$ cat src/rtl/sysrst_pkg.sv
package sysrst_pkg;

    // Sequencer phases; only SEQ_ACTIVE lets reset go low
    typedef enum logic [1:0] {
        SEQ_POWERUP = 2'd0,
        SEQ_LOADING = 2'd1,
        SEQ_ACTIVE  = 2'd2,
        SEQ_HOLD    = 2'd3
    } seq_state_e;

    // Status from the configuration loader and board strap
    typedef struct packed {
        logic done;
        logic err;
        logic load_off;
    } cfg_status_t;

    // Secondary reset sources after conditioning
    typedef struct packed {
        logic button;
        logic chip_req;
    } rst_src_t;

    function automatic int unsigned max_of3(int unsigned a, int unsigned b, int unsigned c);
        int unsigned m;
        m = (a > b) ? a : b;
        return (m > c) ? m : c;
    endfunction

    // Bits needed to hold 0 .. n-1
    function automatic int unsigned cnt_width(int unsigned n);
        return (n < 2) ? 1 : $clog2(n);
    endfunction

    function automatic logic src_any(rst_src_t s);
        return s.button | s.chip_req;
    endfunction

endpackage

$ cat src/rtl/sysrst_counter.sv
module sysrst_counter #(
    parameter int unsigned WIDTH = 6
) (
    input  logic             clk_i,
    input  logic             rst_i,
    input  logic             clr_i,
    input  logic             inc_i,
    output logic [WIDTH-1:0] cnt_o
);
    logic [WIDTH-1:0] cnt_q;

    always_ff @(posedge clk_i) begin
        if (rst_i || clr_i) begin
            cnt_q <= '0;
        end else if (inc_i) begin
            cnt_q <= cnt_q + WIDTH'(1);
        end
    end

    assign cnt_o = cnt_q;

    // Clear wins over increment: a cleared counter reads zero next cycle
    a_r11_clear_wins: assert property (@(posedge clk_i) disable iff (rst_i)
        clr_i |=> (cnt_q == '0));

endmodule

$ cat src/rtl/sysrst_debounce.sv
module sysrst_debounce
    import sysrst_pkg::*;
#(
    parameter int unsigned SYNC_STAGES = 2,
    parameter int unsigned DEB_CYCLES  = 8
) (
    input  logic clk_i,
    input  logic rst_i,
    input  logic raw_i,
    output logic level_o
);
    localparam int unsigned SW = (SYNC_STAGES < 1) ? 1 : SYNC_STAGES;
    localparam int unsigned CW = cnt_width(DEB_CYCLES);
    localparam logic [CW-1:0] CNT_LAST = CW'(DEB_CYCLES - 1);

    logic [SW-1:0] sync_q;
    logic          synced;
    logic          level_q;
    logic [CW-1:0] cnt_q;

    generate
        if (SW == 1) begin : g_single
            always_ff @(posedge clk_i) begin
                if (rst_i) sync_q <= '0;
                else       sync_q <= raw_i;
            end
        end else begin : g_chain
            always_ff @(posedge clk_i) begin
                if (rst_i) sync_q <= '0;
                else       sync_q <= {sync_q[SW-2:0], raw_i};
            end
        end
    endgenerate

    assign synced = sync_q[SW-1];

    // Level follows the synchronized input only after DEB_CYCLES of disagreement
    always_ff @(posedge clk_i) begin
        if (rst_i) begin
            level_q <= 1'b0;
            cnt_q   <= '0;
        end else if (synced == level_q) begin
            cnt_q <= '0;
        end else if (cnt_q == CNT_LAST) begin
            level_q <= synced;
            cnt_q   <= '0;
        end else begin
            cnt_q <= cnt_q + CW'(1);
        end
    end

    assign level_o = level_q;

    // the debounced level moves only after a full stable window
    a_r9_settled_change: assert property (@(posedge clk_i) disable iff (rst_i)
        !$stable(level_q) |-> ($past(cnt_q) == CNT_LAST));

endmodule

$ cat src/rtl/sysrst_fsm.sv
module sysrst_fsm
    import sysrst_pkg::*;
#(
    parameter int unsigned POR_CYCLES  = 16,
    parameter int unsigned CFG_TIMEOUT = 40,
    parameter int unsigned MIN_PULSE   = 12
) (
    input  logic        clk_i,
    input  logic        por_i,
    input  cfg_status_t cfg_i,
    input  rst_src_t    src_i,
    output logic        rst_o,
    output logic        fault_o
);
    localparam int unsigned CW = cnt_width(max_of3(POR_CYCLES, CFG_TIMEOUT, MIN_PULSE));
    localparam logic [CW-1:0] POR_LAST = CW'(POR_CYCLES - 1);
    localparam logic [CW-1:0] TO_LAST  = CW'(CFG_TIMEOUT - 1);
    localparam logic [CW-1:0] MIN_LAST = CW'(MIN_PULSE - 1);

    seq_state_e    state_q, state_d;
    logic          fault_q, fault_d;
    logic          rst_q;
    logic          cnt_clr, cnt_inc;
    logic [CW-1:0] cnt;
    logic          any_src;

    assign any_src = src_any(src_i);

    sysrst_counter #(.WIDTH(CW)) u_cnt (
        .clk_i (clk_i),
        .rst_i (por_i),
        .clr_i (cnt_clr),
        .inc_i (cnt_inc),
        .cnt_o (cnt)
    );

    always_comb begin
        state_d = state_q;
        fault_d = fault_q;
        cnt_clr = 1'b0;
        cnt_inc = 1'b0;
        unique case (state_q)
            SEQ_POWERUP: begin
                if (cnt == POR_LAST) begin
                    cnt_clr = 1'b1;
                    state_d = cfg_i.load_off ? SEQ_ACTIVE : SEQ_LOADING;
                end else begin
                    cnt_inc = 1'b1;
                end
            end
            SEQ_LOADING: begin
                if (fault_q) begin
                    state_d = SEQ_LOADING;      // parked until power-on
                end else if (cfg_i.err) begin
                    fault_d = 1'b1;
                end else if (cfg_i.done) begin
                    cnt_clr = 1'b1;
                    state_d = SEQ_ACTIVE;
                end else if (cnt == TO_LAST) begin
                    fault_d = 1'b1;
                end else begin
                    cnt_inc = 1'b1;
                end
            end
            SEQ_ACTIVE: begin
                if (any_src) begin
                    cnt_clr = 1'b1;
                    state_d = SEQ_HOLD;
                end
            end
            SEQ_HOLD: begin
                if (cnt != MIN_LAST) begin
                    cnt_inc = 1'b1;
                end else if (!any_src) begin
                    state_d = SEQ_ACTIVE;
                end
            end
            default: state_d = SEQ_POWERUP;
        endcase
    end

    always_ff @(posedge clk_i) begin
        if (por_i) begin
            state_q <= SEQ_POWERUP;
            fault_q <= 1'b0;
            rst_q   <= 1'b1;
        end else begin
            state_q <= state_d;
            fault_q <= fault_d;
            rst_q   <= (state_d != SEQ_ACTIVE);
        end
    end

    assign rst_o   = rst_q;
    assign fault_o = fault_q;

    // the running state is reached from the wait only on a clean done
    a_r3_release_needs_done: assert property (@(posedge clk_i) disable iff (por_i)
        (state_q == SEQ_ACTIVE && $past(state_q) == SEQ_LOADING)
            |-> ($past(cfg_i.done) && !$past(cfg_i.err)));

    // a fault never clears without power-on and keeps reset asserted
    a_r4_fault_sticky: assert property (@(posedge clk_i) disable iff (por_i)
        $past(fault_q) |-> (fault_q && rst_q && state_q == SEQ_LOADING));

    // the load wait counter never passes the timeout
    a_r5_timeout_bound: assert property (@(posedge clk_i) disable iff (por_i)
        (state_q == SEQ_LOADING) |-> (cnt <= TO_LAST));

    // with the strap set the wait phase is never entered
    a_r6_strap_skips_wait: assert property (@(posedge clk_i) disable iff (por_i)
        (state_q == SEQ_POWERUP && cfg_i.load_off) |=> (state_q != SEQ_LOADING));

    // a pulse is only ever entered from the running state
    a_r7_pulse_from_run: assert property (@(posedge clk_i) disable iff (por_i)
        (state_q == SEQ_HOLD) |-> ($past(state_q) == SEQ_HOLD || $past(state_q) == SEQ_ACTIVE));

    // the pulse is not cut short
    a_r8_min_pulse: assert property (@(posedge clk_i) disable iff (por_i)
        (state_q == SEQ_HOLD && cnt < MIN_LAST) |=> (state_q == SEQ_HOLD && rst_q));

    // a held request keeps the reset asserted
    a_r10_held_request: assert property (@(posedge clk_i) disable iff (por_i)
        (state_q == SEQ_HOLD && src_i.chip_req) |=> rst_q);

endmodule

$ cat src/rtl/sysrst_gate.sv
module sysrst_gate
    import sysrst_pkg::*;
#(
    parameter int unsigned POR_CYCLES  = 16,
    parameter int unsigned CFG_TIMEOUT = 40,
    parameter int unsigned MIN_PULSE   = 12,
    parameter int unsigned DEB_CYCLES  = 8,
    parameter int unsigned SYNC_STAGES = 2
) (
    input  logic clk_i,
    input  logic por_i,
    input  logic cfg_done_i,
    input  logic cfg_err_i,
    input  logic load_off_i,
    input  logic button_i,
    input  logic chip_req_i,
    output logic sys_rst_o,
    output logic cfg_fault_o
);
    cfg_status_t cfg;
    rst_src_t    src;
    logic        button_level;

    sysrst_debounce #(
        .SYNC_STAGES (SYNC_STAGES),
        .DEB_CYCLES  (DEB_CYCLES)
    ) u_button (
        .clk_i   (clk_i),
        .rst_i   (por_i),
        .raw_i   (button_i),
        .level_o (button_level)
    );

    always_comb begin
        cfg.done     = cfg_done_i;
        cfg.err      = cfg_err_i;
        cfg.load_off = load_off_i;
        src.button   = button_level;
        src.chip_req = chip_req_i;
    end

    sysrst_fsm #(
        .POR_CYCLES  (POR_CYCLES),
        .CFG_TIMEOUT (CFG_TIMEOUT),
        .MIN_PULSE   (MIN_PULSE)
    ) u_fsm (
        .clk_i   (clk_i),
        .por_i   (por_i),
        .cfg_i   (cfg),
        .src_i   (src),
        .rst_o   (sys_rst_o),
        .fault_o (cfg_fault_o)
    );

    // one clock after power-on is seen, reset is on and the fault is clear
    a_r1_por_state: assert property (@(posedge clk_i) disable iff (por_i)
        $past(por_i) |-> (sys_rst_o && !cfg_fault_o));

endmodule

$ cat config.mk
export PLATFORM = sky130hd
export DESIGN_NAME = sysrst_gate
export DESIGN_NICKNAME = d
export VERILOG_FILES = /design/src/rtl/sysrst_pkg.sv /design/src/rtl/sysrst_counter.sv /design/src/rtl/sysrst_debounce.sv /design/src/rtl/sysrst_fsm.sv /design/src/rtl/sysrst_gate.sv
export SDC_FILE = /design/constraint.sdc
export NUM_CORES = 1
export LEC_CHECK = 0
export BUFFER_PORTS_ARGS = -buffer_cell sky130_fd_sc_hd__buf_4
export CAP_MARGIN = 20
export CELL_PAD_IN_SITES_DETAIL_PLACEMENT = 1
export CELL_PAD_IN_SITES_GLOBAL_PLACEMENT = 1
export CORE_MARGIN = 2
export CORE_UTILIZATION = 35
export CTS_BUF_LIST = sky130_fd_sc_hd__clkbuf_8
export DETAILED_ROUTE_END_ITERATION = 7
export PLACE_DENSITY_LB_ADDON = 0.1
export RECOVER_POWER = 50
export SYNTH_ARGS = -nofsm -noshare
export SYNTH_HDL_FRONTEND = slang
export SYNTH_SLANG_ARGS = --single-unit
$ cat constraint.sdc
create_clock -name clk_i -period 1.55 [get_ports clk_i]
set_input_delay 0.0775 -clock clk_i [delete_from_list [all_inputs] [get_ports clk_i]]
set_output_delay 0.0775 -clock clk_i [all_outputs]
set_load 0.005 [all_outputs]
# == Word level (Yosys, flattened, before mapping) ==
# Cells that the tools add are included.
# Widths: inputs -> output; s select.
# totals
regBits,16
wordCells,50
# classes
eq_ne,9
addsub,2
n_reduce_logical,4
bitwise,2
muxes,26
# ops
operator,n
$mux 2,8
$mux 1,15
$pmux 2 s4,1
$add 6x1->6 const B,1
$eq 6x4->1 const B,1
$eq 6x6->1 const B,1
$ne 6x4->1 const B,1
$pmux 1 s3,2
$eq 2x2->1 const B,2
$add 3x1->3 const B,1
$eq 3x3->1 const B,1
$reduce_or 3->1,1
$eq 2x1->1 const B,1
$logic_not 2->1,1
$ne 2x2->1 const B,1
$reduce_and 2->1,1
$eq 1x1->1,1
$logic_or 1x1->1,1
$not 1->1,1
$or 1x1->1,1

# == Depth between registers and ports, before layout ==
# Gate-level depths: netlist of run 1.
# depth
ltp_word,6
ltp_mapped,5
mapped_depth_nobuf,5

# == By module ==
# A second synthesis of run 1 with hierarchy kept.
# hier_totals
hier_cells,72
area_unflattened_um2,705.7
# by_module_without_submodules
module,cells_per_inst,instances,area_each_um2
sysrst_fsm,30,1,252.7
sysrst_counter,26,1,249.0
sysrst_debounce,16,1,203.9

# == Worst setup path after synthesis of run 1 ==
# OpenSTA, ideal clock, no wires.
# synth_path
path_kind,reg2reg
from,register u_fsm.u_cnt.cnt_q[0] (netlist: u_fsm.u_cnt.cnt_o[0])
to,register u_fsm.u_cnt.cnt_q[3] (netlist: u_fsm.u_cnt.cnt_o[3])
path_stages_with_launch,6
setup_time_ps,70
t_required_ps,1480
period_less_slack_ps,1560
arrival_ps,1490
slack_ps,-10
cell_sequence,dfxtp_1 -> ha_1 -> nor3b_1 -> o2bb2ai_2 -> or4_1 -> a21oi_1
# synth_via
elab_chain_cells,6
elab_cells_between_ends,14
cone_classes,1 x add/sub; 3 x eq/ne; 9 x mux; 1 x reduce/logical
# synth_lines
item,line,text
"start, declared",sysrst_counter.sv:10,logic [WIDTH-1:0] cnt_q;
"start signal, assigned",sysrst_counter.sv:16,cnt_q <= cnt_q + WIDTH'(1);
$eq 6x6->1,sysrst_fsm.sv:59,end else if (cnt == TO_LAST) begin
$mux 1,sysrst_fsm.sv:59,
$mux 1,sysrst_fsm.sv:56,end else if (cfg_i.done) begin
$mux 1,sysrst_fsm.sv:54,end else if (cfg_i.err) begin
$mux 1,sysrst_fsm.sv:52,if (fault_q) begin
$pmux 1 s3,sysrst_fsm.sv:42,unique case (state_q)
# Several ways; a longest one is shown, not always the timed one.
# A chain may end at the register's enable or synchronous reset.

# == Worst setup path after layout of run 1 ==
# layout_path
from,register u_fsm.u_cnt.cnt_q[1] (netlist: u_fsm.u_cnt.cnt_o[1])
to,register u_fsm.u_cnt.cnt_q[3] (netlist: u_fsm.u_cnt.cnt_o[3])
# The elaborated chain is that of the path after synthesis.

==> results of run 1 <==
registers in the layout, summed over array words and instances, names as in the netlist:
| name | cells |
|---|---|
| u_fsm.u_cnt.cnt_o | 6 |
| u_button.cnt_q | 3 |
| u_button.sync_q | 2 |
| u_fsm.state_q | 2 |
| u_button.level_o | 1 |
| u_fsm.fault_o | 1 |
| u_fsm.rst_o | 1 |
area by class of cell:
type,instances,area [µm²],area share (%)
well taps,28,35.0,2.78
flip-flops and latches,16,333,26.4
inverters,2,7.51,0.595
multi-input cells,66,624,49.5
clock buffers,4,55.1,4.36
repair buffers,27,208,16.5
layout by cell type, fill, tap and decap left out, types with 3 or more instances in the layout:
master | netlist | routed
nor3_1 | 3 | 3
mux2i_1 | 3 | 3
dfxtp_2 | 0 | 7
a21oi_1 | 5 | 3
dfxtp_1 | 16 | 8
or4_1 | 4 | 4
clkbuf_8 | 0 | 4
o21ai_1 | 0 | 3
o31ai_1 | 4 | 4
nand3_1 | 3 | 3
buf_4 | 2 | 23
nor2_1 | 6 | 5
kinds of logic (layout without fill, tap and decap cells):
kind of cell	count (synthesis)	count (layout)	share of synthesized area (%)
AOI/OAI and AO/OA	22	22	18.8
xor gates and xnor gates	2	2	2.07
adders and majority gates	3	3	4.43
buffers and inverters	6	33	4.43
DFF	16	16	37.8
muxes	3	3	3.55
and+or+nand+nor	36	36	29.0
layer usage:
layer / track usage, % / wire length, µm
met4: 3.85 / 9
met5: 0 / 0
met1: 24.9 / 1170
met2: 33.1 / 1270
met3: 3.67 / 53
path summary, 6_finish.rpt:
kind	end	slack, ps	cells after the start
max reg2reg	u_fsm.u_cnt.cnt_o[3]	-50	6
min reg2reg	u_button.cnt_q[0]	440	1
max	u_fsm.u_cnt.cnt_o[3]	-50	6
min	u_button.sync_q[0]	40	2
critical path: stages (launching register included):
cell and delay (ps):
dfxtp_2 360, ha_4 160, nor3b_4 320, o2bb2ai_4 190
buf_2 230, o31ai_1 110, a21oi_1 160
stage by stage:
stage / instances / area [µm²]
floorplan: 88 / 850
global placement: 136 / 1030
detailed placement: 136 / 1030
CTS: 142 / 1200
global route: 143 / 1260
finish: 143 / 1260
what timing repair did:
action,in CTS,in global routing
pin swaps,6,6
setup endpoints to repair,8,8
setup buffers,3,1
gates resized for setup,18,16
power by group through the flow:
stage	registers, mW	logic (mW)	clock network (mW)
final	0.432	0.104	0.374
after global routing	0.433	0.111	0.400
after CTS	0.431	0.0898	0.378
after detailed placement	0.438	0.0818	0
after global placement	0.438	0.0796	0
after floorplan	0.436	0.0389	0
==> summary.md, run 1 <==
| Metric | Value |
|---|---|
| DRC Markers | 0 |
| Min cycle time layout | 1600 ps |
| DIE WIDTH | 53.2 µm |
| Seq/Total Area, Yosys | 37.8% |
| Final period util | 103% |
| Number of global-route vias before repair | 793 |
| Int Pwr | 703 µW |
| Synth area leader | dfxtp_1 |
| Largest net degree at the start of global routing | 11 |
| Comb pwr share | 11.4% |
| Reg2reg start | u_fsm.u_cnt.cnt_o[1] |
| # setup viols final | 5 |
| YS warnings | 0 |
| Hold slack | 40.6 ps |
| Gate Count Post-Synth | 88 |
| Async S/R FF share, synth | 0% |
| Number of flops mapped to enable cells by yosys | 0 |
| Buffers on Ports | 8 |
| Starting Density | 37.6% |
| Fmax | 0.626 GHz |
| Power Density | 721 nW/µm² |
| Most numerous cell in the Yosys netlist | dfxtp_1 |
| Switching power | 207 µW |
| Sequential power share | 47.5% |
| Relative slew slack | 69.5% |
| Post-layout util | 56.0% |
| Worst slew pin tran | 456 ps |
| Setup CP Type | reg -> reg |
| Max rail drop VDD | 0.339 mV |
| Pins Over Slew Limit | 0 |
| Yosys cell types | 37 |
| GRT overflow | 0 |
| First-pass GRT wire length | 3920 µm |
| Routed Antenna Nets | 0 |
| Ports | 9 |
| Worst hold path class | in -> reg |
| Hold Startpoint | button_i |
| DR pass1 iterations | 3 |
| Gr usage total | 19.3% |
| Run status | complete, but fails checks |
| Final Hold Viols | 0 |
| Average vias per placed instance | 5.63 |
| Setup TNS | -138 ps |
| Max-cap violation count | 0 |
| Final net count | 126 |
| Layout cell share with drive strength beyond 1 | 49.6% |
| Hpwl dp | 1510 µm |
| Max Fanout on Critical Path | 6 |
| Reg clk slew, reported paths | 70 ps |
| Net Sw Frac | 22.7% |
| Clock Path Buffers | 2 |
| Worst setup path start | u_fsm.u_cnt.cnt_o[1] |
| Post-Syn Area | 847 µm² |
| Clk_skew | 5.43 ps |
| TritonCTS clock tree | built |
| Post-CTS Hold Buffers | 0 |
| Clock latency on the worst-skew pair | 250 ps |
| Top FF cell, synth | dfxtp_1 |
| Routed length per instance | 17.5 µm |
| Total core area | 2250 µm² |
| Area contributors post-synth | dfxtp_1 38%, ha_1 4.4%, mux2i_1 3.5% |
| Fill cells | 265 |
| CTS Sinks | 16 |
| FF+latch count, synth | 16 |
| Routed WL | 2510 µm |
| Vias | 805 |
| Initial antenna violation count | 0 |
| Place WS | -151 ps |
| Routability congestion estimate from global placement | 0.780 |
| Antenna diodes | 0 |
| Worst Path Arrival | 1770 ps |
| H-tree depth | 1 |
| Clk pwr share | 41.1% |
| Leak | 0.495 nW |
| RSZ-0062 raised after global routing | true |
| Initial DRC count | 4 |
| Syn_area_per_cell | 9.63 µm² |
| Root buffer cell | clkbuf_8 |
| Failing checks | negative setup slack |
| Mapped Nets | 98 |
| Final worst slack | -47.1 ps |
| Layout area overhead | 49.0% |
| Crit. End Element | flop |
| CTS Buf Count | 3 |
| Tot Pwr | 910 µW |
| Die footprint | 2830 µm² |
| Post-synth top cells | 16 x dfxtp_1, 6 x nor2_1, 5 x a21oi_1, 5 x o21ai_0 |
| Row Count | 17 |
| Critical path required time | 1720 ps |
| Startpoint types | flop |
| Die Ht | 53.2 µm |
| Yosys top cell area share | 37.8% |
Note: power is estimated with default switching activity, not from simulation.
==> inputs of run 2 (changes only) <==
Settings changed: CORE_ASPECT_RATIO set to 1.4, SKIP_CTS_REPAIR_TIMING set to 1.
==> run 2 against run 1 <==
Against the previous run: the run still ends with negative setup slack left; sequential cell count unchanged; clock skew decreased by 3.4 ps; die area increased by 0.19%; combinational power about the same; wire length decreased by 0.16%; global-route usage decreased by 1.8 points; critical endpoint is now u_fsm.u_cnt.cnt_o[5]; largest cell class unchanged.
==> summary.md, run 2 (same netlist as run 1, synthesis figures left out) <==
| Metric | Value |
|---|---|
| Run status | complete, but fails checks |
| Failing checks | negative setup slack |
| Clock latency on the worst-skew pair | 260 ps |
| Starting Density | 36.2% |
| Reg2reg start | u_fsm.state_q[1] |
| Comb pwr share | 11.4% |
| Max-cap violation count | 0 |
| Final net count | 127 |
| Layout Cells excl Fill | 139 |
| Seq. cell area | 333 µm² |
| Layout area overhead | 49.0% |
| Pins Over Slew Limit | 0 |
| Reg clk slew, reported paths | 70 ps |
| First-pass GRT wire length | 3640 µm |
| Number of global-route vias before repair | 797 |
| Clk_skew | 1.99 ps |
| Placed insts | 134 |
| Initial DRC count | 25 |
| Worst r2r dst | u_fsm.u_cnt.cnt_o[5] |
| GRT overflow | 0 |
| Worst slew pin tran | 553 ps |
| Hold Startpoint | button_i |
| Startpoint types | flop |
| Antenna diodes | 0 |
| Max reg flops | 6 |
| R2R cell count | 4 |
| Average vias per placed instance | 5.80 |
| Routed Antenna Nets | 0 |
| Largest net degree at the start of global routing | 11 |
| Hpwl dp | 1590 µm |
| Clock Path Buffers | 2 |
| Hold path endpoint | u_button.sync_q[0] |
| Sequential power share | 46.5% |
| Most frequent cells in the layout | 25 x buf_4, 8 x dfxtp_1, 7 x dfxtp_2 |
| Setup CP Type | reg -> reg |
| Row Count | 21 |
| CTS Buf Count | 3 |
| Gr usage total | 17.4% |
| Routed length per instance | 18.0 µm |
| Clk pwr share | 42.1% |
| # setup viols final | 3 |
| Net Sw Frac | 24.0% |
| Int Pwr | 706 µW |
| Root buffer cell | clkbuf_8 |
| Place WS | -160 ps |
| Leading cell type in the layout, fill and taps excluded | buf_4 |
| CTS Sinks | 16 |
| Critical path required time | 1740 ps |
| Worst hold path class | in -> reg |
| Max Fanout on Critical Path | 8 |
| Vias | 806 |
| Min cycle time layout | 1610 ps |
| Crit. End Element | flop |
| Ports | 9 |
| Final Hold Viols | 0 |
| DR pass1 iterations | 4 |
| Total core area | 2340 µm² |
| Routed WL | 2500 µm |
| Die Ht | 62.2 µm |
| Fmax | 0.620 GHz |
| Final worst slack | -63.6 ps |
| Worst Path Arrival | 1800 ps |
| H-tree depth | 1 |
| TritonCTS clock tree | built |
| DRC Markers | 0 |
| Relative slew slack | 63.1% |
| Max rail drop VDD | 0.471 mV |
| Final period util | 104% |
| Multi-input gate area | 628 µm² |
| RSZ-0062 raised after global routing | true |
| Routability congestion estimate from global placement | 0.757 |
| Layout cell share with drive strength beyond 1 | 54.3% |
| Switching power | 223 µW |
| Fill cells | 267 |
| Leak | 0.498 nW |
| Die footprint | 2840 µm² |
| Reg2Reg Setup Slack | -60 ps |
| Buffers on Ports | 8 |
| DIE WIDTH | 45.6 µm |
| Initial antenna violation count | 0 |
| Hold path cells | 2 |
| Power Density | 735 nW/µm² |
## run 2: changes by cell type in the layout (fill, tap and decap cells not counted), sizes merged
cell	previous run	this run
clkbuf	5	6
## run 2: worst max-delay path by stage
stage	startpoint	end	slack, ps	cells after the start
CTS	u_fsm.u_cnt.cnt_o[0]	u_fsm.u_cnt.cnt_o[5]	-180	6
floorplan	u_fsm.u_cnt.cnt_o[0]	u_fsm.u_cnt.cnt_o[2]	10	5
finish	u_fsm.state_q[1]	u_fsm.u_cnt.cnt_o[5]	-60	4
detailed placement	u_fsm.u_cnt.cnt_o[0]	u_fsm.u_cnt.cnt_o[5]	-160	6
global route	u_fsm.state_q[1]	u_fsm.u_cnt.cnt_o[5]	-150	4
global placement	u_fsm.u_cnt.cnt_o[0]	u_fsm.u_cnt.cnt_o[5]	-110	6
## run 2: final cells by class
cell class                      count  area share (%)
Clock buffer                        4            4.36
Inverter                            2           0.595
Multi-Input combinational cell     66            49.8
Sequential cell                    16            26.4
Tap cell                           23            2.28
Timing Repair Buffer               28            16.7
## run 2: critical path: stages (launching register included)
cell and delay [ps]:
dfxtp_2 370, nor4_4 340, o2bb2ai_4 140, or4_4 560
a21oi_2 130
## run 2: metrics by stage
| stage | utilization, % | hold WS (ps) | cell area, µm² | power [mW] | TNS [ps] |
|---|---|---|---|---|---|
| floorplan | - | 206 | 850 | 0.475 | 0 |
| global placement | 44.9 | 291 | 1050 | 0.518 | -548 |
| detailed placement | 44.9 | 296 | 1050 | 0.520 | -864 |
| CTS | 47.3 | 31.4 | 1110 | 0.899 | -1020 |
| global route | 54.0 | 53.6 | 1260 | 0.971 | -701 |
| finish | 54.0 | 25.4 | 1260 | 0.928 | -128 |
## run 2: per-layer routing
metal	vias up	share of wire, %	GRT usage (%)
met1	394	41	21.4
met5	-	0	0
met4	0	2.4	8.82
li1	393	-	-
met3	7	2.0	2.62
met2	12	54	28.0
## run 2: power groups by stage
stage / Sequential (mW) / Combinational, mW / Clock, mW
2_1_floorplan: 0.436 / 0.0389 / 0
3_3_place_gp: 0.437 / 0.0812 / 0
3_5_place_dp: 0.437 / 0.0825 / 0
4_1_cts: 0.428 / 0.0829 / 0.387
5_1_grt: 0.433 / 0.116 / 0.422
6_report: 0.432 / 0.106 / 0.391
